--- src/rtl/root_err_pkg.sv ---
package root_err_pkg;
  typedef enum logic [1:0] {
    SEV_COR      = 2'd0,
    SEV_NONFATAL = 2'd1,
    SEV_FATAL    = 2'd2,
    SEV_RSVD     = 2'd3
  } sev_e;

  localparam int RPT_W  = 7;
  localparam int CMD_W  = 3;
  localparam int B_COR  = 0;
  localparam int B_MCOR = 1;
  localparam int B_UNC  = 2;
  localparam int B_MUNC = 3;
  localparam int B_FFAT = 4;
  localparam int B_NF   = 5;
  localparam int B_FAT  = 6;

  function automatic logic [CMD_W-1:0] rcv_to_en(input logic [RPT_W-1:0] s);
    return {s[B_FAT], s[B_NF], s[B_COR]};
  endfunction

  function automatic logic [CMD_W-1:0] sev_to_en(input sev_e s);
    case (s)
      SEV_COR:      return 3'b001;
      SEV_NONFATAL: return 3'b010;
      SEV_FATAL:    return 3'b100;
      default:      return 3'b000;
    endcase
  endfunction
endpackage

--- src/rtl/rerr_status_upd.sv ---
module rerr_status_upd
  import root_err_pkg::*;
#(
  parameter int SRC_W = 16
) (
  input  logic [RPT_W-1:0]   rpt_q_i,
  input  logic [RPT_W-1:0]   clr_i,
  input  logic               msg_valid_i,
  input  sev_e               sev_i,
  input  logic [SRC_W-1:0]   src_i,
  input  logic [2*SRC_W-1:0] src_q_i,
  output logic [RPT_W-1:0]   rpt_eff_o,
  output logic [RPT_W-1:0]   rpt_d_o,
  output logic [2*SRC_W-1:0] src_d_o
);
  logic is_unc;

  assign is_unc    = msg_valid_i && (sev_i == SEV_NONFATAL || sev_i == SEV_FATAL);
  // clear applies before the message is evaluated
  assign rpt_eff_o = rpt_q_i & ~clr_i;

  always_comb begin
    rpt_d_o = rpt_eff_o;
    src_d_o = src_q_i;
    if (msg_valid_i) begin
      case (sev_i)
        SEV_COR: begin
          if (rpt_eff_o[B_COR]) rpt_d_o[B_MCOR] = 1'b1;
          else                  src_d_o[SRC_W-1:0] = src_i;
          rpt_d_o[B_COR] = 1'b1;
        end
        SEV_NONFATAL: rpt_d_o[B_NF] = 1'b1;
        SEV_FATAL: begin
          if (!rpt_eff_o[B_UNC]) rpt_d_o[B_FFAT] = 1'b1;
          rpt_d_o[B_FAT] = 1'b1;
        end
        default: ;
      endcase
    end
    if (is_unc) begin
      if (rpt_eff_o[B_UNC]) rpt_d_o[B_MUNC] = 1'b1;
      else                  src_d_o[2*SRC_W-1:SRC_W] = src_i;
      rpt_d_o[B_UNC] = 1'b1;
    end
  end
endmodule

--- src/rtl/rerr_notify.sv ---
module rerr_notify
  import root_err_pkg::*;
(
  input  logic             msi_i,
  input  logic             msg_valid_i,
  input  sev_e             sev_i,
  input  logic [RPT_W-1:0] rpt_eff_i,
  input  logic [RPT_W-1:0] rpt_q_i,
  input  logic [CMD_W-1:0] cmd_q_i,
  input  logic             cmd_wr_i,
  input  logic [CMD_W-1:0] cmd_new_i,
  output logic             pulse_d_o,
  output logic             level_o
);
  logic [CMD_W-1:0] en_prev, en_now;
  logic             msg_hit, wr_hit;

  assign en_prev = rcv_to_en(rpt_eff_i);
  assign en_now  = rcv_to_en(rpt_q_i);

  assign msg_hit = msg_valid_i && (|(cmd_q_i & sev_to_en(sev_i)))
                   && !(|(en_prev & cmd_q_i));
  assign wr_hit  = cmd_wr_i && (|(cmd_new_i & en_now)) && !(|(cmd_q_i & en_now));

  assign pulse_d_o = msi_i && (msg_hit || wr_hit);
  assign level_o   = !msi_i && (|(cmd_q_i & en_now));
endmodule

--- src/rtl/root_err_collector.sv ---
module root_err_collector
  import root_err_pkg::*;
#(
  parameter int SRC_W  = 16,
  parameter int VEC_W  = 5,
  parameter int STAT_W = 32
) (
  input  logic               clk_i,
  input  logic               rst_ni,
  input  logic               msg_valid_i,
  input  logic [1:0]         msg_sev_i,
  input  logic [SRC_W-1:0]   msg_src_i,
  input  logic               wr_en_i,
  input  logic               wr_sel_i,
  input  logic [STAT_W-1:0]  wr_data_i,
  input  logic               msi_enable_i,
  input  logic [VEC_W-1:0]   vec_num_i,
  output logic [CMD_W-1:0]   root_cmd_o,
  output logic [STAT_W-1:0]  root_status_o,
  output logic [2*SRC_W-1:0] err_src_o,
  output logic               irq_level_o,
  output logic               irq_pulse_o
);
  localparam int PAD_W = STAT_W - VEC_W - RPT_W;

  logic [RPT_W-1:0]   rpt_q, rpt_d, rpt_eff, clr;
  logic [2*SRC_W-1:0] src_q, src_d;
  logic [CMD_W-1:0]   cmd_q;
  logic [VEC_W-1:0]   vec_q;
  logic               pulse_q, pulse_d, cmd_wr;
  sev_e               sev;

  assign sev    = sev_e'(msg_sev_i);
  assign cmd_wr = wr_en_i && wr_sel_i;
  assign clr    = (wr_en_i && !wr_sel_i) ? wr_data_i[RPT_W-1:0] : '0;

  rerr_status_upd #(.SRC_W(SRC_W)) u_upd (
    .rpt_q_i     (rpt_q),
    .clr_i       (clr),
    .msg_valid_i (msg_valid_i),
    .sev_i       (sev),
    .src_i       (msg_src_i),
    .src_q_i     (src_q),
    .rpt_eff_o   (rpt_eff),
    .rpt_d_o     (rpt_d),
    .src_d_o     (src_d)
  );

  rerr_notify u_ntf (
    .msi_i       (msi_enable_i),
    .msg_valid_i (msg_valid_i),
    .sev_i       (sev),
    .rpt_eff_i   (rpt_eff),
    .rpt_q_i     (rpt_q),
    .cmd_q_i     (cmd_q),
    .cmd_wr_i    (cmd_wr),
    .cmd_new_i   (wr_data_i[CMD_W-1:0]),
    .pulse_d_o   (pulse_d),
    .level_o     (irq_level_o)
  );

  always_ff @(posedge clk_i or negedge rst_ni) begin
    if (!rst_ni) begin
      rpt_q   <= '0;
      src_q   <= '0;
      cmd_q   <= '0;
      vec_q   <= '0;
      pulse_q <= 1'b0;
    end else begin
      rpt_q   <= rpt_d;
      src_q   <= src_d;
      vec_q   <= vec_num_i;
      pulse_q <= pulse_d;
      if (cmd_wr) cmd_q <= wr_data_i[CMD_W-1:0];
    end
  end

  assign root_cmd_o    = cmd_q;
  assign root_status_o = {vec_q, {PAD_W{1'b0}}, rpt_q};
  assign err_src_o     = src_q;
  assign irq_pulse_o   = pulse_q;
endmodule

--- config.mk ---
export PLATFORM = sky130hd
export DESIGN_NAME = root_err_collector
export DESIGN_NICKNAME = d
export VERILOG_FILES = /design/src/rtl/root_err_pkg.sv /design/src/rtl/rerr_status_upd.sv /design/src/rtl/rerr_notify.sv /design/src/rtl/root_err_collector.sv
export SDC_FILE = /design/constraint.sdc
export NUM_CORES = 1
export LEC_CHECK = 0
export ABC_AREA = 1
export BUFFER_PORTS_ARGS = -buffer_cell sky130_fd_sc_hd__buf_4
export CAP_MARGIN = 20
export CORE_AREA = 2 2 72 74
export DETAILED_ROUTE_END_ITERATION = 6
export DIE_AREA = 0 0 74 76
export PLACE_DENSITY = 0.84
export SLEW_MARGIN = 20
export SYNTH_ARGS = -nofsm -noshare
export SYNTH_HDL_FRONTEND = slang
export SYNTH_SLANG_ARGS = --single-unit
--- constraint.sdc ---
create_clock -name clk_i -period 1.83 [get_ports clk_i]
set_clock_uncertainty 0.1 [all_clocks]
set_input_delay 0.183 -clock clk_i [delete_from_list [all_inputs] [get_ports clk_i]]
set_output_delay 0.183 -clock clk_i [all_outputs]
set_load 0.01 [all_outputs]
# Word level (Yosys, flattened, before mapping)
# Cells that the tools add are included.
# word_totals
reg_bits	48
in_bits	61
wordCells	50
output_inout_bits	69
# classes
eq_ne	2
n_bitwise	8
n_reduce_logical	22
mux	12
# ops
op	n
$and 3x3->3	4
$reduce_or 3->1	4
$logic_and 1x1->1	9
$pmux 3 s3	1
$and 7x7->7	1
$mux 7	1
$not 7->7	1
$mux 1	6
$mux 2	3
$logic_not 1->1	4
$mux 3	1
$reduce_and 3->1	1
$eq 2x1->1 const B	1
$eq 2x2->1 const B	1
$logic_not 2->1	1
$logic_or 1x1->1	2
$not 1->1	2
$reduce_and 2->1	1

# Logic depth before layout (Yosys ltp)
# depth
word_depth	11
depth_mapped	8
ltp_nobuf	8

# Hierarchy
# A second synthesis with hierarchy kept.
# unflattened
cells_unflattened	264
hier_area_um2	2285.9
# modules_own_cells
module	cells_each	area_per_inst_um2	n_inst
root_err_collector	96	1460.2	1
rerr_status_upd	140	688.2	1
rerr_notify	28	137.6	1

# Least setup slack after synthesis
# Ideal clock, no wire load.
# synth_timing
path_kind	input to register
startpoint	in msg_sev_i[0]
endpoint	reg src_q[28], in the netlist err_src_o[28]
arrival_time_ns	0.927
t_required_ns	1.612
n_path_buf	1
path_stages	6
setup_time_ns	0.118
slack_ns	0.686
cell_sequence	inv_1 > ha_1 > nand3_4 > buf_6 > nand2_1 > o21ai_2
# synth_via
elab_chain_len	4
# synth_rtl
element	line	source
from (decl)	root_err_collector.sv:11	input logic [1:0] msg_sev_i,
$eq 2x1->1 or $eq 2x2->1 (tied branches)	rerr_status_upd.sv:18	assign is_unc = msg_valid_i && (sev_i == SEV_NONFATAL || sev_i == SEV_FATAL);
$logic_or 1x1->1 *	rerr_status_upd.sv:18	
$logic_and 1x1->1 *	rerr_status_upd.sv:18	
$reduce_and 2->1 (no source line) *	--	
to (signal assigned)	root_err_collector.sv:71	src_q <= src_d;
to (decl)	root_err_collector.sv:27	logic [2*SRC_W-1:0] src_q, src_d;
# Mark *: on every way between the ends. The rest lies on a longest branch, timed or not.
# A chain may end at the register's enable or synchronous reset.

# Worst setup path after layout
# layout_timing
startpoint	reg cmd_q[1], in the netlist root_cmd_o[1]
endpoint	out irq_level_o
# layout_via
elab_chain_len	3
# layout_rtl
element	line	source
from (decl)	root_err_collector.sv:28	logic [CMD_W-1:0] cmd_q;
from (signal assigned)	root_err_collector.sv:74	if (cmd_wr) cmd_q <= wr_data_i[CMD_W-1:0];
$and 3x3->3	rerr_notify.sv:26	assign level_o = !msi_i && (|(cmd_q_i & en_now));
$reduce_or 3->1	rerr_notify.sv:26	
$logic_and 1x1->1	rerr_notify.sv:26	
to (decl)	root_err_collector.sv:21	output logic irq_level_o,
# Every way passes these cells.

==> run_summary.xml <==
<?xml version="1.0" encoding="UTF-8"?>
<metrics>
  <group name="floorplan">
    <metric name="placeableCoreArea" unit="um2">4912</metric>
    <metric name="floorplan.initialDensity" unit="%">44.96</metric>
    <metric name="placementRows" unit="">26</metric>
    <metric name="floorplan.die_area" unit="um2">5624</metric>
    <metric name="io_pins" unit="">130</metric>
    <metric name="die_width" unit="um">74</metric>
    <metric name="dieHeight" unit="um">76</metric>
  </group>
  <group name="power_and_ir_drop">
    <metric name="power.ir.vdd_worst" unit="V">0.0006810</metric>
    <metric name="p_total" unit="mW">3.009</metric>
    <metric name="power.clock.fraction" unit="%">20.4</metric>
    <metric name="cellLeakagePower" unit="nW">1.613</metric>
    <metric name="power_switching_share" unit="%">30.73</metric>
    <metric name="p_switching" unit="mW">0.9248</metric>
    <metric name="pwr-share-comb" unit="%">31.9</metric>
    <metric name="cellPowerDensity" unit="nW/um2">1023</metric>
    <metric name="sequentialPowerShare" unit="%">47.7</metric>
    <metric name="power.internal" unit="mW">2.085</metric>
  </group>
  <group name="logic_synthesis">
    <metric name="synth_cells" unit="">224</metric>
    <metric name="synth_top_cell_area_share" unit="%">54.39</metric>
    <metric name="yosys_register_bits" unit="">48</metric>
    <metric name="synth-seq-area-share" unit="%">54.39</metric>
    <metric name="synth_area_leaders" unit="">sky130_fd_sc_hd__dfrtp_1, sky130_fd_sc_hd__nand2_1, sky130_fd_sc_hd__buf_4</metric>
    <metric name="ys_types" unit="">25</metric>
    <metric name="synthesis.area_per_instance" unit="um2">9.859</metric>
    <metric name="synth_warnings" unit="">0</metric>
    <metric name="biggest_area_consumer_among_synthesized_cells" unit="">sky130_fd_sc_hd__dfrtp_1</metric>
    <metric name="synthesis.area" unit="um2">2208</metric>
  </group>
  <group name="critical_path">
    <metric name="r2r.worst_path.cells" unit="">4</metric>
    <metric name="critical_path_required" unit="ps">1550</metric>
    <metric name="timing.critical_path.arrival" unit="ps">1240</metric>
    <metric name="cp-startpoint" unit="">root_cmd_o[1]</metric>
    <metric name="rr_startpoint" unit="">rpt_q[2]</metric>
    <metric name="critPathCaptureType" unit="">output pin</metric>
    <metric name="setup.worst_path.start_class" unit="">flop</metric>
    <metric name="rrSetupSlack" unit="ps">400</metric>
    <metric name="timing.critical_path.mode_cell" unit="">sky130_fd_sc_hd__nand2_1</metric>
    <metric name="timing.critical_path.fanout_max" unit="">4</metric>
    <metric name="critical_path.reg2reg.endpoint" unit="">err_src_o[19]</metric>
    <metric name="cpMaxStageDelayCell" unit="">sky130_fd_sc_hd__dfrtp_1</metric>
    <metric name="crit_path_max_incr_delay" unit="ps">420</metric>
    <metric name="critPathKind" unit="">flop to output pin</metric>
    <metric name="worstPathCellList" unit="">nand2_1 &gt; nand2_1 &gt; o21ai_0 &gt; inv_1 &gt; buf_4</metric>
  </group>
  <group name="placed_design">
    <metric name="placement.io_buffers" unit="">84</metric>
    <metric name="place.detailed.instances" unit="">370</metric>
    <metric name="gpl.final_weighted_congestion" unit="">0.8597</metric>
    <metric name="place_area" unit="um2">2790</metric>
    <metric name="dp_hpwl" unit="um">3270</metric>
    <metric name="pre_cts_ws" unit="ps">197.5</metric>
  </group>
  <group name="clock_tree">
    <metric name="clk_transition_reported_paths" unit="ps">80</metric>
    <metric name="tritoncts" unit="">built</metric>
    <metric name="cts.root.buffer_cell" unit="">sky130_fd_sc_hd__clkbuf_8</metric>
    <metric name="cts_made_buffers" unit="">5</metric>
    <metric name="cts-htree-levels" unit="">2</metric>
    <metric name="cts_sinks" unit="">48</metric>
    <metric name="postCtsSetupBuffers" unit="">0</metric>
    <metric name="max-clock-path-buffers" unit="">2</metric>
    <metric name="source_to_sink_clock_delay_at_the_later_pin_of_the_worst_skew_pair" unit="ps">280</metric>
  </group>
  <group name="worst_hold_path">
    <metric name="hold_critical_path_endpoint" unit="">irq_pulse_o</metric>
    <metric name="hold_path_depth" unit="">3</metric>
    <metric name="hold_class" unit="">primary input to flop</metric>
    <metric name="min_from" unit="">msi_enable_i</metric>
  </group>
  <group name="flow_run">
    <metric name="timing.max_cap.violations" unit="">0</metric>
  </group>
  <group name="layout">
    <metric name="postLayoutCoreUtil" unit="%">59.91</metric>
    <metric name="final_area" unit="um2">2943</metric>
    <metric name="nets" unit="">379</metric>
    <metric name="post_route_cells_drive_above_1_share" unit="%">37.58</metric>
    <metric name="filler_cell_count" unit="">430</metric>
    <metric name="area_growth_syn_to_layout" unit="%">33.26</metric>
    <metric name="non_filler_cells_final" unit="">384</metric>
    <metric name="antenna_cells_inserted" unit="">0</metric>
  </group>
  <group name="sta">
    <metric name="report.final.slew_viol_count" unit="">0</metric>
    <metric name="fin_ws" unit="ps">302.2</metric>
    <metric name="report.final.setup_viol" unit="">0</metric>
    <metric name="setup_tns" unit="ps">0</metric>
    <metric name="endpoints_failing_hold" unit="">0</metric>
    <metric name="maxClockFrequency" unit="MHz">654.5</metric>
    <metric name="setup_repair_after_global_routing_missed_its_margin" unit="">no</metric>
    <metric name="max-slew-margin-rel" unit="%">61.18</metric>
    <metric name="tightest_pin_transition" unit="ps">582.3</metric>
    <metric name="hold_ws" unit="ps">35.99</metric>
    <metric name="final.min_clock_period" unit="ps">1528</metric>
    <metric name="finalCritPeriodShare" unit="%">83.49</metric>
  </group>
  <group name="routing">
    <metric name="first_pass_iters" unit="">4</metric>
    <metric name="route.detailed.vias_per_inst" unit="">4.362</metric>
    <metric name="antenna_violating_nets_post_route" unit="">0</metric>
    <metric name="detail_route.wirelength" unit="um">4344</metric>
    <metric name="post_route_drc_violation_count" unit="">0</metric>
    <metric name="wire_per_inst" unit="um">11.31</metric>
    <metric name="via_count" unit="">1675</metric>
    <metric name="detailedRoute.firstIterationViolations" unit="">98</metric>
  </group>
  <group name="grt">
    <metric name="grt.overflow.total" unit="">0</metric>
    <metric name="grt_usage" unit="%">16.56</metric>
    <metric name="grt_max_degree" unit="">49</metric>
    <metric name="antenna_found_initial" unit="">0</metric>
    <metric name="via_count_of_the_first_global_routing_pass" unit="">1628</metric>
    <metric name="grt_first_pass_wirelength" unit="um">7341</metric>
  </group>
  <group name="status">
    <metric name="result_of_the_run" unit="">completed</metric>
  </group>
</metrics>
## synth_stat cells, drive strengths merged
cell and n:
conb 1, mux2 1, a21boi 1, buf 27, nand4 1, nand2 58, a22o 2, a21oi 1
clkbuf 1, nor2 2, inv 27, o21ai 39, dfrtp 48, ha 5, nand3 10
## sequential cells by signal (all words and copies together) (netlist names)
name         flops
err_src_o       32
vec_q            5
root_cmd_o       3
rpt_q            7
irq_pulse_o      1
## cells by family (layout without fill, tap and decap cells)
kind of cell | after synthesis | after routing | share of synthesized area, %
mux | 1 | 1 | 0.5099
other cells | 1 | 20 | 0.1698
compound gates | 43 | 43 | 13.43
simple gates | 71 | 71 | 14.33
fa+ha+maj | 5 | 5 | 2.833
flops | 48 | 48 | 54.39
buf+inv | 55 | 126 | 14.33
## worst max-delay path by stage
| stage | cells after the start | slack (ps) | endpoint |
|---|---|---|---|
| after global routing | 5 | 210 | irq_level_o |
| after CTS | 5 | 290 | irq_level_o |
| after detailed placement | 7 | 200 | err_src_o[19] |
| after floorplan | 6 | 690 | err_src_o[28] |
| after global placement | 7 | 240 | err_src_o[22] |
| final | 5 | 300 | irq_level_o |
## critical path: cells and delay by family (launching register included)
kind / cells / cell delay (ps)
AO/OA/AOI/OAI: 1 / 160
AND/OR/NAND/NOR: 2 / 190
buffers and inverters: 2 / 200
flip-flops: 1 / 420
## cells in the final DEF, fill, tap and decap left out, types with 2 or more instances in the layout
| cell | Yosys | final |
|---|---|---|
| sky130_fd_sc_hd__a22o_1 | 2 | 2 |
| sky130_fd_sc_hd__clkbuf_8 | 0 | 6 |
| sky130_fd_sc_hd__o21ai_0 | 6 | 6 |
| sky130_fd_sc_hd__nand3_1 | 7 | 7 |
| sky130_fd_sc_hd__conb_1 | 1 | 20 |
| sky130_fd_sc_hd__clkinv_2 | 0 | 2 |
| sky130_fd_sc_hd__nand2_1 | 55 | 55 |
| sky130_fd_sc_hd__ha_1 | 5 | 5 |
| sky130_fd_sc_hd__dlygate4sd3_1 | 0 | 6 |
| sky130_fd_sc_hd__o21ai_1 | 16 | 16 |
| sky130_fd_sc_hd__dfrtp_1 | 48 | 48 |
| sky130_fd_sc_hd__buf_4 | 20 | 85 |
| sky130_fd_sc_hd__nand3_2 | 2 | 2 |
| sky130_fd_sc_hd__o21ai_2 | 16 | 16 |
| sky130_fd_sc_hd__nor2_1 | 2 | 2 |
| sky130_fd_sc_hd__inv_1 | 26 | 26 |
| sky130_fd_sc_hd__nand2_2 | 2 | 2 |
## per-layer routing
| layer | GRT usage (%) | share of wire (%) | vias up |
|---|---|---|---|
| met5 | 0 | 0 | - |
| met4 | 5.455 | 0.92 | 0 |
| met3 | 2.513 | 3.5 | 2 |
| met2 | 29.46 | 55 | 50 |
| met1 | 19.97 | 41 | 778 |
| li1 | - | - | 845 |
## power by group through the flow
| stage | clock network [mW] | logic [mW] | registers (mW) |
|---|---|---|---|
| 5_1_grt | 0.699 | 1.07 | 1.46 |
| 3_5_place_dp | 0 | 0.966 | 1.46 |
| 2_1_floorplan | 0 | 0.387 | 1.55 |
| 3_3_place_gp | 0 | 0.945 | 1.44 |
| 6_report | 0.615 | 0.959 | 1.44 |
| 4_1_cts | 0.648 | 0.977 | 1.44 |
## repair_timing
action / CTS / global route
endpoints found under the hold margin: 53 / 0
resized for setup: 0 / 0
hold buffers: 6 / 0
## cell type report
class / instances / area, um2 / share of cell area [%]
tap: 70 / 87.58 / 2.976
inverter: 27 / 101.3 / 3.444
clock inverter: 2 / 10.01 / 0.3401
sequential: 48 / 1201 / 40.82
clock buffer: 6 / 82.58 / 2.806
multi-input combinational: 140 / 762.0 / 25.89
timing repair buffer: 91 / 698.2 / 23.72
Note: power is estimated with default switching activity, not from simulation.
